### src/rtl/lt_pkg.sv
// Shared constants, state types and helper functions for the link trainer.
// Assumes sink register addresses follow the standard sink register layout.
package lt_pkg;
    localparam logic [19:0] ADDR_LINK_CFG  = 20'h00100;
    localparam logic [19:0] ADDR_PATTERN   = 20'h00102;
    localparam logic [19:0] ADDR_LANE_DRV  = 20'h00103;
    localparam logic [19:0] ADDR_STATUS    = 20'h00202;

    localparam int          RATE_UNIT = 27000;
    localparam logic [23:0] RATE_HI   = 24'd270000;
    localparam logic [23:0] RATE_LO   = 24'd162000;
    localparam logic [7:0]  CODE_HI   = 8'(270000 / RATE_UNIT);
    localparam logic [7:0]  CODE_LO   = 8'(162000 / RATE_UNIT);
    localparam logic [1:0]  IDX_NONE  = 2'd2;

    typedef enum logic [3:0] {
        S_IDLE, S_SELECT, S_CFG_WR, S_PAT_RD, S_PAT_WR,
        S_COMMIT, S_WAIT, S_STAT_RD, S_EVAL, S_FINISH
    } state_t;

    typedef enum logic [1:0] {PH_CR, PH_EQ, PH_OFF} phase_t;

    // Clamp a reported lane count to a supported power of two.
    function automatic logic [2:0] clamp_lanes(input logic [4:0] n);
        if (n >= 5'd4)      return 3'd4;
        else if (n >= 5'd2) return 3'd2;
        else                return 3'd1;
    endfunction

    // Index of the first candidate rate not above the given ceiling code.
    function automatic logic [1:0] first_rate_idx(input logic [7:0] code);
        if (code >= CODE_HI)      return 2'd0;
        else if (code >= CODE_LO) return 2'd1;
        else                      return IDX_NONE;
    endfunction
endpackage

### src/rtl/lt_rate_pick.sv
// Combinational choice of lane count and rate for one attempt.
// Assumes idx_i is 0 (270000) or 1 (162000) and max_lanes_i is 1, 2 or 4.
module lt_rate_pick
    import lt_pkg::*;
(
    input  logic [1:0]  idx_i,
    input  logic [2:0]  max_lanes_i,
    input  logic [23:0] data_rate_i,
    output logic [1:0]  idx_o,
    output logic [2:0]  lanes_o,
    output logic [7:0]  code_o
);
    localparam int PW = 27;

    // Halve lanes while half still exceed the need, then try the lower rate.
    always_comb begin
        logic [23:0]   rate;
        logic [2:0]    nr;
        logic [PW-1:0] half_cap;
        logic [PW-1:0] lo_cap;
        rate = (idx_i == 2'd0) ? RATE_HI : RATE_LO;
        nr   = max_lanes_i;
        for (int k = 0; k < 2; k++) begin
            half_cap = PW'(nr >> 1) * PW'(rate);
            if (half_cap > PW'(data_rate_i)) nr = nr >> 1;
        end
        lo_cap = PW'(nr) * PW'(RATE_LO);
        idx_o  = idx_i;
        if (idx_i == 2'd0 && lo_cap > PW'(data_rate_i)) idx_o = 2'd1;
        lanes_o = nr;
        code_o  = (idx_o == 2'd0) ? CODE_HI : CODE_LO;
    end
endmodule

### src/rtl/lt_drive_map.sv
// Maps the sink's per-lane adjust nibbles to drive bytes with max flags.
// Assumes adj_i holds status bytes 4 and 5; lanes at or above lanes_i get 0.
module lt_drive_map #(
    parameter int LANES = 4
) (
    input  logic [4*LANES-1:0] adj_i,
    input  logic [2:0]         lanes_i,
    output logic [8*LANES-1:0] drive_o
);
    for (genvar g = 0; g < LANES; g++) begin : g_lane
        logic [1:0] sw;
        logic [1:0] pe;
        logic       act;
        assign sw  = adj_i[4*g +: 2];
        assign pe  = adj_i[4*g+2 +: 2];
        assign act = 32'(g) < 32'(lanes_i);
        // One drive byte: pre-emphasis at 4:3, swing at 1:0, max flags 5 and 2.
        assign drive_o[8*g +: 8] = act ? {2'b00, pe == 2'd3, pe, sw == 2'd3, sw} : 8'h00;
    end
endmodule

### src/rtl/lt_status_eval.sv
// Evaluates the sink status bytes 0..2 against the active lane count.
// Assumes lane i's nibble is at bit 4*i of the 24-bit status word.
module lt_status_eval #(
    parameter int LANES = 4
) (
    input  logic [23:0]      stat_i,
    input  logic [2:0]       lanes_i,
    input  logic [LANES-1:0] maxsw_i,
    output logic             cr_all_o,
    output logic             cr_abort_o,
    output logic             eq_all_o
);
    // Scan active lanes: all-CR, first-missing-CR abort, and full EQ check.
    always_comb begin
        logic found;
        logic [3:0] nib;
        cr_all_o   = 1'b1;
        cr_abort_o = 1'b0;
        eq_all_o   = stat_i[16];
        found      = 1'b0;
        for (int i = 0; i < LANES; i++) begin
            nib = stat_i[4*i +: 4];
            if (i < 32'(lanes_i)) begin
                if (!nib[0]) begin
                    cr_all_o = 1'b0;
                    if (!found) cr_abort_o = maxsw_i[i];
                    found = 1'b1;
                end
                if (nib[2:0] != 3'b111) eq_all_o = 1'b0;
            end
        end
    end
endmodule

### src/rtl/dp_link_trainer.sv
// Link training sequencer: picks rate and lanes, programs the sink over an
// abstract AUX port, runs clock recovery then equalisation, falls back to the
// lower rate on failure and finally switches the training pattern off.
// Assumes one outstanding AUX request, completed by a one-cycle aux_ack_i.
module dp_link_trainer
    import lt_pkg::*;
#(
    parameter int CR_WAIT_CYC   = 20000,
    parameter int EQ_WAIT_CYC   = 80000,
    parameter int CR_TRY_LIMIT  = 5,
    parameter int EQ_READ_LIMIT = 6
) (
    input  logic        clk,
    input  logic        rst_n,
    input  logic        start_i,
    input  logic [7:0]  sink_rate_i,
    input  logic [4:0]  sink_lanes_i,
    input  logic        sink_enh_i,
    input  logic [7:0]  enc_rate_i,
    input  logic [4:0]  enc_lanes_i,
    input  logic [23:0] data_rate_i,
    output logic        aux_req_o,
    output logic        aux_write_o,
    output logic [19:0] aux_addr_o,
    output logic [2:0]  aux_len_o,
    output logic [31:0] aux_wdata_o,
    input  logic        aux_ack_i,
    input  logic        aux_ok_i,
    input  logic [47:0] aux_rdata_i,
    output logic        busy_o,
    output logic        done_o,
    output logic        pass_o,
    output logic [7:0]  rate_code_o,
    output logic [2:0]  lane_cnt_o,
    output logic [7:0]  swing_o,
    output logic [7:0]  preemph_o
);
    localparam int LANES  = 4;
    localparam int WMAX   = (CR_WAIT_CYC > EQ_WAIT_CYC) ? CR_WAIT_CYC : EQ_WAIT_CYC;
    localparam int TMW    = $clog2(WMAX + 1);
    localparam int LIMMAX = (CR_TRY_LIMIT > EQ_READ_LIMIT) ? CR_TRY_LIMIT : EQ_READ_LIMIT;
    localparam int TRW    = $clog2(LIMMAX + 1);

    state_t            state_q;
    phase_t            phase_q;
    logic [1:0]        idx_q;
    logic [2:0]        maxl_q, lanes_q;
    logic [7:0]        code_q, patb_q;
    logic [23:0]       stat_q;
    logic [15:0]       adj_q;
    logic [8*LANES-1:0] conf_q;
    logic [TRW-1:0]    tries_q;
    logic [1:0]        volt_q;
    logic              eq_ok_q, cr_ok_q, pass_q;
    logic [TMW-1:0]    timer_q;

    logic [1:0]        pick_idx;
    logic [2:0]        pick_lanes;
    logic [7:0]        pick_code;
    logic [8*LANES-1:0] conf_next;
    logic [LANES-1:0]  maxsw;
    logic              cr_all, cr_abort, eq_all;
    logic [1:0]        pat_val;
    logic [TRW-1:0]    cr_base, cr_next;
    logic [TMW-1:0]    wait_last;
    logic              unused_rd;

    assign unused_rd = &{1'b0, aux_rdata_i[31:24]};

    lt_rate_pick u_pick (
        .idx_i(idx_q), .max_lanes_i(maxl_q), .data_rate_i(data_rate_i),
        .idx_o(pick_idx), .lanes_o(pick_lanes), .code_o(pick_code)
    );

    lt_drive_map #(.LANES(LANES)) u_drive (
        .adj_i(adj_q), .lanes_i(lanes_q), .drive_o(conf_next)
    );

    for (genvar g = 0; g < LANES; g++) begin : g_out
        assign maxsw[g]          = conf_q[8*g+2];
        assign swing_o[2*g +: 2]   = conf_q[8*g +: 2];
        assign preemph_o[2*g +: 2] = conf_q[8*g+3 +: 2];
    end

    lt_status_eval #(.LANES(LANES)) u_eval (
        .stat_i(stat_q), .lanes_i(lanes_q), .maxsw_i(maxsw),
        .cr_all_o(cr_all), .cr_abort_o(cr_abort), .eq_all_o(eq_all)
    );

    // Pattern value per phase, CR try bookkeeping and wait length.
    always_comb begin
        unique case (phase_q)
            PH_CR:   pat_val = 2'd1;
            PH_EQ:   pat_val = 2'd2;
            default: pat_val = 2'd0;
        endcase
        cr_base   = (conf_q[1:0] != volt_q) ? '0 : tries_q;
        cr_next   = cr_base + 1'b1;
        wait_last = (phase_q == PH_CR) ? TMW'(CR_WAIT_CYC - 1) : TMW'(EQ_WAIT_CYC - 1);
    end

    // AUX request fields decoded from the current state.
    always_comb begin
        aux_req_o   = 1'b0;
        aux_write_o = 1'b0;
        aux_addr_o  = '0;
        aux_len_o   = '0;
        aux_wdata_o = '0;
        unique case (state_q)
            S_CFG_WR: begin
                aux_req_o = 1'b1; aux_write_o = 1'b1; aux_addr_o = ADDR_LINK_CFG; aux_len_o = 3'd2;
                aux_wdata_o = {16'h0, sink_enh_i, 4'h0, lanes_q, code_q};
            end
            S_PAT_RD: begin
                aux_req_o = 1'b1; aux_addr_o = ADDR_PATTERN; aux_len_o = 3'd1;
            end
            S_PAT_WR: begin
                aux_req_o = 1'b1; aux_write_o = 1'b1; aux_addr_o = ADDR_PATTERN; aux_len_o = 3'd1;
                aux_wdata_o = {24'h0, patb_q[7:2], pat_val};
            end
            S_COMMIT: begin
                aux_req_o = 1'b1; aux_write_o = 1'b1; aux_addr_o = ADDR_LANE_DRV; aux_len_o = 3'd4;
                aux_wdata_o = conf_next;
            end
            S_STAT_RD: begin
                aux_req_o = 1'b1; aux_addr_o = ADDR_STATUS; aux_len_o = 3'd6;
            end
            default: ;
        endcase
    end

    // Training sequencer.
    always_ff @(posedge clk) begin
        if (!rst_n) begin
            state_q <= S_IDLE;  phase_q <= PH_OFF;  idx_q <= IDX_NONE;
            maxl_q  <= 3'd1;    lanes_q <= 3'd1;    code_q <= '0;
            patb_q  <= '0;      stat_q  <= '0;      adj_q  <= '0;
            conf_q  <= '0;      tries_q <= '0;      volt_q <= '0;
            eq_ok_q <= 1'b0;    cr_ok_q <= 1'b0;    pass_q <= 1'b0;
            timer_q <= '0;
        end else begin
            unique case (state_q)
                S_IDLE: if (start_i) begin
                    pass_q  <= 1'b0;
                    idx_q   <= first_rate_idx((sink_rate_i < enc_rate_i) ? sink_rate_i : enc_rate_i);
                    maxl_q  <= (clamp_lanes(sink_lanes_i) < clamp_lanes(enc_lanes_i))
                               ? clamp_lanes(sink_lanes_i) : clamp_lanes(enc_lanes_i);
                    state_q <= S_SELECT;
                end
                S_SELECT: begin
                    if (idx_q == IDX_NONE) begin
                        phase_q <= PH_OFF;
                        state_q <= S_PAT_RD;
                    end else begin
                        idx_q   <= pick_idx;
                        lanes_q <= pick_lanes;
                        code_q  <= pick_code;
                        state_q <= S_CFG_WR;
                    end
                end
                S_CFG_WR: if (aux_ack_i) begin
                    phase_q <= PH_CR;  stat_q <= '0;  adj_q <= '0;
                    conf_q  <= '0;     tries_q <= '0; volt_q <= '0;
                    state_q <= S_PAT_RD;
                end
                S_PAT_RD: if (aux_ack_i) begin
                    patb_q  <= aux_rdata_i[7:0];
                    state_q <= S_PAT_WR;
                end
                S_PAT_WR: if (aux_ack_i) begin
                    unique case (phase_q)
                        PH_CR:   state_q <= S_COMMIT;
                        PH_EQ:   state_q <= S_WAIT;
                        default: state_q <= S_FINISH;
                    endcase
                end
                S_COMMIT: if (aux_ack_i) begin
                    conf_q <= conf_next;
                    if (!aux_ok_i) begin
                        idx_q <= idx_q + 1'b1; state_q <= S_SELECT;
                    end else if (phase_q == PH_CR) begin
                        state_q <= S_WAIT;
                    end else if (eq_ok_q) begin
                        pass_q <= 1'b1; phase_q <= PH_OFF; state_q <= S_PAT_RD;
                    end else if (!cr_ok_q || 32'(tries_q) + 1 >= EQ_READ_LIMIT) begin
                        idx_q <= idx_q + 1'b1; state_q <= S_SELECT;
                    end else begin
                        tries_q <= tries_q + 1'b1; state_q <= S_WAIT;
                    end
                end
                S_WAIT: begin
                    if (timer_q == wait_last) begin
                        timer_q <= '0; state_q <= S_STAT_RD;
                    end else begin
                        timer_q <= timer_q + 1'b1;
                    end
                end
                S_STAT_RD: if (aux_ack_i) begin
                    if (aux_ok_i) begin
                        stat_q  <= aux_rdata_i[23:0];
                        adj_q   <= aux_rdata_i[47:32];
                        state_q <= S_EVAL;
                    end else begin
                        idx_q <= idx_q + 1'b1; state_q <= S_SELECT;
                    end
                end
                S_EVAL: begin
                    if (phase_q == PH_EQ) begin
                        eq_ok_q <= eq_all; cr_ok_q <= cr_all; state_q <= S_COMMIT;
                    end else begin
                        volt_q <= conf_q[1:0];
                        if (cr_all) begin
                            phase_q <= PH_EQ; tries_q <= '0; state_q <= S_PAT_RD;
                        end else if (cr_abort || 32'(cr_next) >= CR_TRY_LIMIT) begin
                            idx_q <= idx_q + 1'b1; state_q <= S_SELECT;
                        end else begin
                            tries_q <= cr_next; state_q <= S_COMMIT;
                        end
                    end
                end
                S_FINISH: state_q <= S_IDLE;
                default:  state_q <= S_IDLE;
            endcase
        end
    end

    assign busy_o      = state_q != S_IDLE;
    assign done_o      = state_q == S_FINISH;
    assign pass_o      = pass_q;
    assign rate_code_o = code_q;
    assign lane_cnt_o  = lanes_q;


    aux_hold_chk: assert property (@(posedge clk) disable iff (!rst_n)
        aux_req_o && !aux_ack_i |=> aux_req_o && $stable(aux_addr_o) && $stable(aux_write_o));

    lane_pow2_chk: assert property (@(posedge clk) disable iff (!rst_n)
        $countones(lane_cnt_o) == 1 && lane_cnt_o != 3'd0);

    cr_try_chk: assert property (@(posedge clk) disable iff (!rst_n)
        phase_q == PH_CR |-> 32'(tries_q) < CR_TRY_LIMIT);

    eq_read_chk: assert property (@(posedge clk) disable iff (!rst_n)
        phase_q == PH_EQ |-> 32'(tries_q) < EQ_READ_LIMIT);

    cfg_code_chk: assert property (@(posedge clk) disable iff (!rst_n)
        aux_req_o && aux_write_o && aux_addr_o == ADDR_LINK_CFG
        |-> aux_wdata_o[7:0] == CODE_HI || aux_wdata_o[7:0] == CODE_LO);
endmodule

### config.mk
export PLATFORM = sky130hd
export DESIGN_NAME = dp_link_trainer
export DESIGN_NICKNAME = d
export VERILOG_FILES = /design/src/rtl/lt_pkg.sv /design/src/rtl/lt_rate_pick.sv /design/src/rtl/lt_drive_map.sv /design/src/rtl/lt_status_eval.sv /design/src/rtl/dp_link_trainer.sv
export SDC_FILE = /design/constraint.sdc
export NUM_CORES = 1
export LEC_CHECK = 0
export ABC_AREA = 1
export BUFFER_PORTS_ARGS = -buffer_cell sky130_fd_sc_hd__buf_2
export CAP_MARGIN = 20
export CELL_PAD_IN_SITES_DETAIL_PLACEMENT = 2
export CELL_PAD_IN_SITES_GLOBAL_PLACEMENT = 2
export CORE_MARGIN = 3
export CORE_UTILIZATION = 33
export CTS_BUF_LIST = sky130_fd_sc_hd__clkbuf_2
export CTS_CLUSTER_DIAMETER = 40
export DETAILED_ROUTE_END_ITERATION = 10
export PLACE_DENSITY_LB_ADDON = 0.1
export SLEW_MARGIN = 30
export SYNTH_ARGS = -nofsm -noshare
export SYNTH_HDL_FRONTEND = slang
export SYNTH_HIERARCHICAL = 1
export SYNTH_SLANG_ARGS = --single-unit
### constraint.sdc
create_clock -name clk -period 12.3 [get_ports clk]
set_input_delay 1.23 -clock clk [delete_from_list [all_inputs] [get_ports clk]]
set_output_delay 1.23 -clock clk [all_outputs]
set_load 0.02 [all_outputs]
==> flow_metrics.env, run 1 <==
export IMPL_placement_cell_area_um2=9340
export IMPL_cp_buffers_inverters=4
export IMPL_status="completed"
export IMPL_final_area_um2=9430
export IMPL_utilization=0.371
export IMPL_leakagePower_nw=4.57
export IMPL_hold_depth=2
export IMPL_ff2ff_path_depth=54
export IMPL_yosysWarnings=6
export IMPL_grt_usage=0.212
export IMPL_cts_hold_fix_buffers=0
export IMPL_ir_drop_mv=0.0817
export IMPL_die_w_um=167
export IMPL_cts_buffer_depth=2
export IMPL_drv_slew=0
export IMPL_p_per_area_nw_per_um2=138
export IMPL_core_rowCount=58
export IMPL_crit_fanout=13
export IMPL_critical_path_top_delay_family="simple AND/OR/NAND/NOR gates"
export IMPL_drc=0
export IMPL_r2r_end="rate_code_o[2]"
export IMPL_final_common_cell="nand2_1"
export IMPL_vias_per_cell=4.99
export IMPL_clock_sinks=102
export IMPL_r2r_start="maxl_q[1]"
export IMPL_fin_skew_ns=0.0420
export IMPL_grt_pass1_vias=9326
export IMPL_first_iter_violations=311
export IMPL_avgSynthCellArea_um2=6.57
export IMPL_multi_input_area_um2=5350
export IMPL_critPathMostFrequentCell="nand2_1"
export IMPL_drv_cap=0
export IMPL_num_vias=8719
export IMPL_finalSetupTns_ns=0
export IMPL_hold_class="reg -> reg"
export IMPL_antenna_found_initial=1
export IMPL_grt_pass1_wl_um=48800
export IMPL_startpoint_type="register"
export IMPL_synth_area_um2=8600
export IMPL_fin_crit_sh=0.769
export IMPL_setup_violations=0
export IMPL_slew_headroom=0.439
export IMPL_coreArea_um2=25400
export IMPL_cp_end_kind="register"
export IMPL_clkLatencyLatePin_ns=0.63
export IMPL_p_total_mw=1.30
export IMPL_postRouteAntennaNets=0
export IMPL_syn_inst=1308
export IMPL_required_ns=12.82
export IMPL_min_to="patb_q[5]"
export IMPL_start_util=0.339
export IMPL_finalHoldViolCount=0
export IMPL_die_h_um=167
export IMPL_fin_crit_ns=9.46
export IMPL_drtPass1Iterations=4
export IMPL_cts_root_buffer="clkbuf_2"
export IMPL_r2r_slack_ns=2.84
export IMPL_rsz0062_at_grt="no"
export IMPL_htreeDepth=3
export IMPL_grt_max_degree=72
export IMPL_path_class="reg -> reg"
export IMPL_cts_resized=0
export IMPL_drive_gt1_frac=0.174
export IMPL_slowest_stage="dfxtp_1"
export IMPL_regArea_um2=2040
export IMPL_place_congestion=0.803
export IMPL_die_area_um2=28000
export IMPL_ios=191
export IMPL_worst_pin_slew_ns=0.841
export IMPL_wl_um=29900
export IMPL_nets=1605
export IMPL_max_stage_delay_ns=0.74
export IMPL_dp_hpwl_um=24100
export IMPL_final_cell_mix="287 x nand2_1, 174 x inv_1, 150 x buf_2, 135 x a21oi_1, 102 x dfxtp_1"
export IMPL_post_cts_buffers=0
export IMPL_worstHoldStart="patb_q[5]"
export IMPL_cts_tree="built"
export IMPL_portBuffers=150
export IMPL_n_fill_cell=3216
export IMPL_cp_arrival_ns=9.98
export IMPL_numCtsBuffers=9
export IMPL_clk_pin_slew_worst_paths_ns=0.30
export IMPL_overflow=0
export IMPL_max_freq_mhz=106
export IMPL_wl_per_cell_um=17.1
export IMPL_area_growth_pct=9.71
-- worst reg2reg max path: cells and delay by family, from the launching register on --
kind | cells | cell delay (ns)
AOI/OAI and AO/OA | 4 | 0.83
xor gates and xnor gates | 3 | 0.40
adders and majority gates | 9 | 2.94
buffers and inverters | 4 | 0.41
DFF | 1 | 0.74
and+or+nand+nor | 34 | 4.04
-- power by group --
group          total [mW]  switching [mW]  leakage (nW)  internal (mW)
Sequential          0.400          0.0419         0.825          0.359
Combinational       0.745           0.494          3.69          0.251
Clock               0.153           0.125        0.0522         0.0280
-- state kept, by name, summed over array words and instances (netlist names) --
name / flops
eq_ok_q: 1
adj_q: 16
cr_ok_q: 1
conf_q: 20
maxl_q: 3
rate_code_o: 8
patb_q: 6
idx_q: 2
state_q: 4
lane_cnt_o: 3
volt_q: 2
timer_q: 17
pass_o: 1
stat_q: 13
tries_q: 3
phase_q: 2
-- worst max path at each step --
| stage | start | end | cells past startpoint |
|---|---|---|---|
| 6_report | maxl_q[1] | rate_code_o[2] | 54 |
| 5_1_grt | maxl_q[1] | rate_code_o[2] | 53 |
| 4_1_cts | maxl_q[1] | rate_code_o[2] | 54 |
| 3_5_place_dp | maxl_q[1] | rate_code_o[2] | 54 |
| 3_3_place_gp | maxl_q[1] | rate_code_o[2] | 52 |
| 2_1_floorplan | maxl_q[1] | rate_code_o[2] | 55 |
-- metrics by stage --
| step | hold WS [ns] | instances | setup WS, ns |
|---|---|---|---|
| after global routing | 0.504 | 1747 | 1.78 |
| after detailed placement | 0.452 | 1730 | 2.95 |
| final | 0.482 | 1747 | 2.84 |
| after CTS | 0.484 | 1746 | 2.83 |
| after floorplan | 0.430 | 1335 | 4.58 |
| after global placement | 0.445 | 1730 | 3.07 |
-- area by class of cell --
type,instances,share of cell area
Antenna cell,1,0.000265
Clock buffer,11,0.00584
Clock inverter,5,0.00371
Inverter,200,0.0799
Multi-Input combinational cell,944,0.567
Sequential cell,102,0.216
Tap cell,330,0.0438
Timing Repair Buffer,154,0.0828
-- per-layer routing --
| metal | wire, um | GRT usage |
|---|---|---|
| met1 | 14200 | 0.284 |
| met2 | 14500 | 0.370 |
| met3 | 886 | 0.0293 |
| met5 | 0 | 0 |
| met4 | 356 | 0.0359 |
No activity file was read; power rests on OpenSTA's default activity.
==> inputs of run 2 (changes only) <==
ABC_AREA = 0   (was 1)
clock period = 9.8 ns   (was 12.3 ns; I/O delays follow)
==> run 2 against run 1 <==
Clock-buffer cell count is 1 lower. Total power increased by 31%. First-iteration DRC count is 31% higher. Global-route usage rose by 0.84 points. Sequential share of layout area down 2.6 points. Synthesized cell count shrank 12%. Synthesized area rose by 2.7%. Maximum frequency decreased by 2.0%. Die area grew 2.6%. Register-to-register slack worse by 2.7 ns. Critical path depth is the same. Utilization increased by 3.9 points. Largest cell class unchanged. Highest routed layer unchanged.
==> flow_metrics.env, run 2 <==
export IMPL_finalSetupTns_ns=0
export IMPL_largest_reg_flops=20
export IMPL_cts_tree="built"
export IMPL_dp_hpwl_um=24900
export IMPL_required_ns=10.34
export IMPL_drv_slew=0
export IMPL_yosysWarnings=6
export IMPL_avgSynthCellArea_um2=7.71
export IMPL_area_growth_pct=21.9
export IMPL_fin_skew_ns=0.0560
export IMPL_clk_pin_slew_worst_paths_ns=0.35
export IMPL_coreArea_um2=26200
export IMPL_crit_fanout=4
export IMPL_slew_headroom=0.387
export IMPL_grt_usage=0.221
export IMPL_syn_inst=1145
export IMPL_die_h_um=170
export IMPL_wl_met3_um=1010
export IMPL_drtPass1Iterations=6
export IMPL_cp_arrival_ns=10.20
export IMPL_slowest_stage="fa_2"
export IMPL_largest_register="conf_q"
export IMPL_cts_hold_fix_buffers=0
export IMPL_first_iter_violations=407
export IMPL_numCtsBuffers=9
export IMPL_grt_pass1_vias=9420
export IMPL_start_util=0.337
export IMPL_drc=0
export IMPL_n_fill_cell=3115
export IMPL_cts_root_buffer="clkbuf_2"
export IMPL_clock_sinks=102
export IMPL_wl_um=33600
export IMPL_nets=1520
export IMPL_path_class="reg -> reg"
export IMPL_max_stage_delay_ns=0.63
export IMPL_hold_class="reg -> reg"
export IMPL_startpoint_type="register"
export IMPL_final_common_cell="buf_2"
export IMPL_rsz0062_at_grt="yes"
export IMPL_worst_pin_slew_ns=0.920
export IMPL_final_cell_mix="150 x buf_2, 139 x nand2_1, 100 x dfxtp_1, 87 x buf_4, 78 x ha_1"
export IMPL_ir_drop_mv=0.131
export IMPL_grt_max_degree=92
export IMPL_top_layer="met4"
export IMPL_p_total_mw=1.69
export IMPL_overflow=0
export IMPL_die_area_um2=28700
export IMPL_antenna_found_initial=1
export IMPL_wl_met1_um=15600
export IMPL_vias_per_cell=5.36
export IMPL_p_per_area_nw_per_um2=158
export IMPL_fin_crit_sh=0.986
export IMPL_drive_gt1_frac=0.276
export IMPL_clkLatencyLatePin_ns=0.62
export IMPL_met2_length_um=16600
export IMPL_critPathMostFrequentCell="nor2_4"
export IMPL_die_w_um=170
export IMPL_synth_area_um2=8830
export IMPL_fin_crit_ns=9.66
export IMPL_place_congestion=0.848
export IMPL_ios=191
export IMPL_dp_cells=1625
export IMPL_finalHoldViolCount=0
export IMPL_largestRegisters="conf_q (20), timer_q (17), adj_q (16)"
export IMPL_max_freq_mhz=104
export IMPL_num_vias=8940
export IMPL_fin_cells=1667
export IMPL_cp_end_kind="register"
export IMPL_status="completed"
export IMPL_portBuffers=150
export IMPL_grt_pass1_wl_um=51400
export IMPL_htreeDepth=3
export IMPL_postRouteAntennaNets=0
export IMPL_drv_cap=0
export IMPL_core_rowCount=59
export IMPL_leakagePower_nw=4.86
export IMPL_setup_violations=0
export IMPL_cts_buffer_depth=2
export IMPL_wl_per_cell_um=20.1
## run 2: changes by cell type in the layout (fill, tap and decap cells not counted), moves of 30 or more
cell      before  now
and2_1         1   35
inv_1        174   49
a21oi_1      135   46
a22oi_1        0   30
nand2_1      287  139
a21boi_1       1   31
buf_4          4   87
nor2b_1        0   46
nor2_1        99   63
## run 2: repair_timing
item	4_1_cts	5_1_grt
resized for setup	33	58
pin swaps	30	62
hold endpoints to repair	0	0
buffers inserted	11	15
endpoints found under the setup margin	3	3
## run 2: metal layers
| layer | up-vias | track usage |
|---|---|---|
| met4 | 0 | 0.0338 |
| met5 | - | 0 |
| met3 | 30 | 0.0284 |
| met2 | 158 | 0.387 |
| li1 | 4330 | - |
| met1 | 4422 | 0.296 |
## run 2: stage by stage
stage | setup slack (ns) | hold WS [ns] | util | cell area (um^2)
global route | -0.469 | 0.472 | 0.410 | 10800
global placement | -0.0482 | 0.443 | 0.384 | 10100
floorplan | 0.0766 | 0.431 | - | 8930
CTS | 0.00925 | 0.482 | 0.396 | 10400
finish | 0.141 | 0.479 | 0.410 | 10800
detailed placement | -0.289 | 0.456 | 0.384 | 10100
## run 2: critical path: cells and delay by family, from the launching register on
family          cells  cell delay [ns]
fa+ha+maj           7             2.27
xor+xnor            1             0.16
simple gates       19             2.53
flops               1             0.40
buf+inv             8             0.82
compound gates     19             3.34
## run 2: where the power goes
part | switching [mW] | total (mW) | internal (mW)
clock network | 0.164 | 0.204 | 0.0392
registers | 0.0587 | 0.503 | 0.444
logic | 0.602 | 0.988 | 0.386
total | 0.825 | 1.69 | 0.869
## run 2: worst paths after layout
path	slack (ns)	endpoint	cells after the start	start
setup / recovery	0.14	rate_code_o[3]	54	idx_q[1]
hold / removal	0.48	stat_q[9]	2	stat_q[9]
setup reg to reg	0.14	rate_code_o[3]	54	idx_q[1]
hold reg to reg	0.48	stat_q[9]	2	stat_q[9]
## run 2: layout make-up
type                            count  area, um^2  share of cell area
Tap cell                          335         419              0.0390
Multi-Input combinational cell    913        6490               0.604
Inverter                           57         219              0.0204
Clock buffer                       10        50.0             0.00465
Clock inverter                      6        55.1             0.00512
Timing Repair Buffer              243        1470               0.137
Sequential cell                   102        2040               0.190
Antenna cell                        1        2.50            0.000233
==> inputs of run 3 (changes only) <==
ABC_AREA = 1   (was 0)
CORE_UTILIZATION = 31   (was 33)
HOLD_SLACK_MARGIN = 0.08   (was unset)
==> run 3 against run 2 <==
Non-clock buffer count shrank 86. Cell count grew 7.5%. Worst hold slack gained 0.0045 ns. Combinational power is 4.3% lower. Design area down 11%. Wire length down 8.4%. Sequential cell count stayed put. Clock power rose by 20%. Register-to-register slack improved by 0.90 ns. Maximum frequency up 10%. Critical endpoint is now rate_code_o[2]. Largest power group unchanged.
==> flow_metrics.env, run 3 (synthesis gave the netlist of run 1 again) <==
export IMPL_status="completed"
export IMPL_r2r_slack_ns=1.04
export IMPL_r2r_end="rate_code_o[2]"
export IMPL_utilization=0.353
export IMPL_grt_usage=0.201
export IMPL_clk_pin_slew_worst_paths_ns=0.29
export IMPL_hold_class="reg -> reg"
export IMPL_setup_slack_ns=1.04
export IMPL_ir_drop_mv=0.0841
export IMPL_final_common_cell="nand2_1"
export IMPL_ios=191
export IMPL_clock_sinks=102
export IMPL_drv_cap=0
export IMPL_fin_crit_ns=8.76
export IMPL_start_util=0.317
export IMPL_rsz0062_at_grt="no"
export IMPL_grt_pass1_wl_um=49100
export IMPL_regArea_um2=2050
export IMPL_overflow=0
export IMPL_dp_hpwl_um=24600
export IMPL_finalSetupTns_ns=0
export IMPL_top_layer="met4"
export IMPL_largest_reg_flops=20
export IMPL_cp_end_kind="register"
export IMPL_num_vias=8831
export IMPL_coreArea_um2=27100
export IMPL_r2r_start="idx_q[1]"
export IMPL_vias_per_cell=4.93
export IMPL_largestRegisters="conf_q (20), timer_q (17), adj_q (16)"
export IMPL_path_class="reg -> reg"
export IMPL_grt_max_degree=71
export IMPL_cts_tree="built"
export IMPL_wl_um=30700
export IMPL_max_freq_mhz=114
export IMPL_core_rowCount=60
export IMPL_max_stage_delay_ns=0.56
export IMPL_drtPass1Iterations=5
export IMPL_wl_met1_um=14900
export IMPL_met2_length_um=14700
export IMPL_die_w_um=173
export IMPL_critPathMostFrequentCell="nand2_1"
export IMPL_required_ns=10.32
export IMPL_htreeDepth=3
export IMPL_final_cell_mix="287 x nand2_1, 174 x inv_1, 150 x buf_2, 135 x a21oi_1, 99 x dfxtp_1"
export IMPL_largest_register="conf_q"
export IMPL_area_growth_pct=11.4
export IMPL_setup_violations=0
export IMPL_ff2ff_path_depth=54
export IMPL_setup_worst_path_start="idx_q[1]"
export IMPL_drv_slew=0
export IMPL_worst_pin_slew_ns=0.850
export IMPL_grt_pass1_vias=9241
export IMPL_cts_root_buffer="clkbuf_2"
export IMPL_place_ws_ns=0.708
export IMPL_antenna_found_initial=1
export IMPL_place_congestion=0.852
export IMPL_p_per_area_nw_per_um2=177
export IMPL_wl_per_cell_um=17.2
export IMPL_cts_hold_fix_buffers=0
export IMPL_clkLatencyLatePin_ns=0.64
export IMPL_startpoint_type="register"
export IMPL_leakagePower_nw=4.61
export IMPL_fin_skew_ns=0.0435
export IMPL_numCtsBuffers=9
export IMPL_multi_input_area_um2=5370
export IMPL_nets=1608
export IMPL_drive_gt1_frac=0.183
export IMPL_n_fill_cell=3415
export IMPL_wl_met3_um=907
export IMPL_portBuffers=150
export IMPL_endpoint="rate_code_o[2]"
export IMPL_cp_arrival_ns=9.28
export IMPL_fin_crit_sh=0.894
export IMPL_first_iter_violations=311
export IMPL_slowest_stage="fa_2"
export IMPL_slew_headroom=0.433
export IMPL_crit_fanout=9
export IMPL_postRouteAntennaNets=0
export IMPL_die_h_um=173
export IMPL_die_area_um2=29800
export IMPL_drc=0
export IMPL_cts_buffer_depth=2
export IMPL_finalHoldViolCount=0
run 3: stage by stage:
step | std cells | area (um^2) | power, mW | hold slack, ns
2_1_floorplan | 1335 | 8700 | 1.17 | 0.430
5_1_grt | 1792 | 9580 | 1.86 | 0.438
3_5_place_dp | 1775 | 9420 | 1.45 | 0.457
6_report | 1792 | 9580 | 1.69 | 0.484
3_3_place_gp | 1775 | 9420 | 1.41 | 0.443
4_1_cts | 1791 | 9550 | 1.71 | 0.481
run 3: critical path, delay by kind of cell (launching register included):
family	cells	cell delay, ns
buffers and inverters	4	0.34
AO/OA/AOI/OAI	6	1.15
adder cells (fa/ha/maj)	8	2.73
XOR/XNOR	2	0.21
AND/OR/NAND/NOR	34	3.69
flip-flops	1	0.50
run 3: how the worst min path moves through the flow:
stage,startpoint,slack [ns],cells past startpoint,to
after floorplan,patb_q[7],0.43,2,patb_q[7]
after CTS,aux_rdata_i[16],0.48,3,stat_q[16]
final,conf_q[11],0.48,2,conf_q[11]
after detailed placement,conf_q[28],0.46,2,conf_q[28]
after global placement,patb_q[2],0.44,2,patb_q[2]
after global routing,aux_rdata_i[40],0.44,3,adj_q[8]
run 3: final cells by class:
type	instances	area share
Sequential cell	102	0.214
Clock buffer	10	0.00523
Antenna cell	1	0.000261
Inverter	200	0.0786
Multi-Input combinational cell	944	0.561
Tap cell	372	0.0486
Timing Repair Buffer	157	0.0839
Clock inverter	6	0.00888
run 3: what timing repair did:
item,4_1_cts,5_1_grt
resized for setup,0,11
setup buffers,0,0
endpoints found under the setup margin,0,3
run 3: where the power goes:
part	leakage (nW)	switching (mW)	internal (mW)	total [mW]
combinational	3.71	0.627	0.320	0.946
clock	0.0800	0.159	0.0850	0.244
sequential	0.825	0.0511	0.452	0.503
run 3: metal layers:
layer,track usage,vias to the layer above
met1,0.274,4307
met3,0.0264,11
li1,-,4369
met4,0.0321,0
met2,0.346,144
met5,0,-
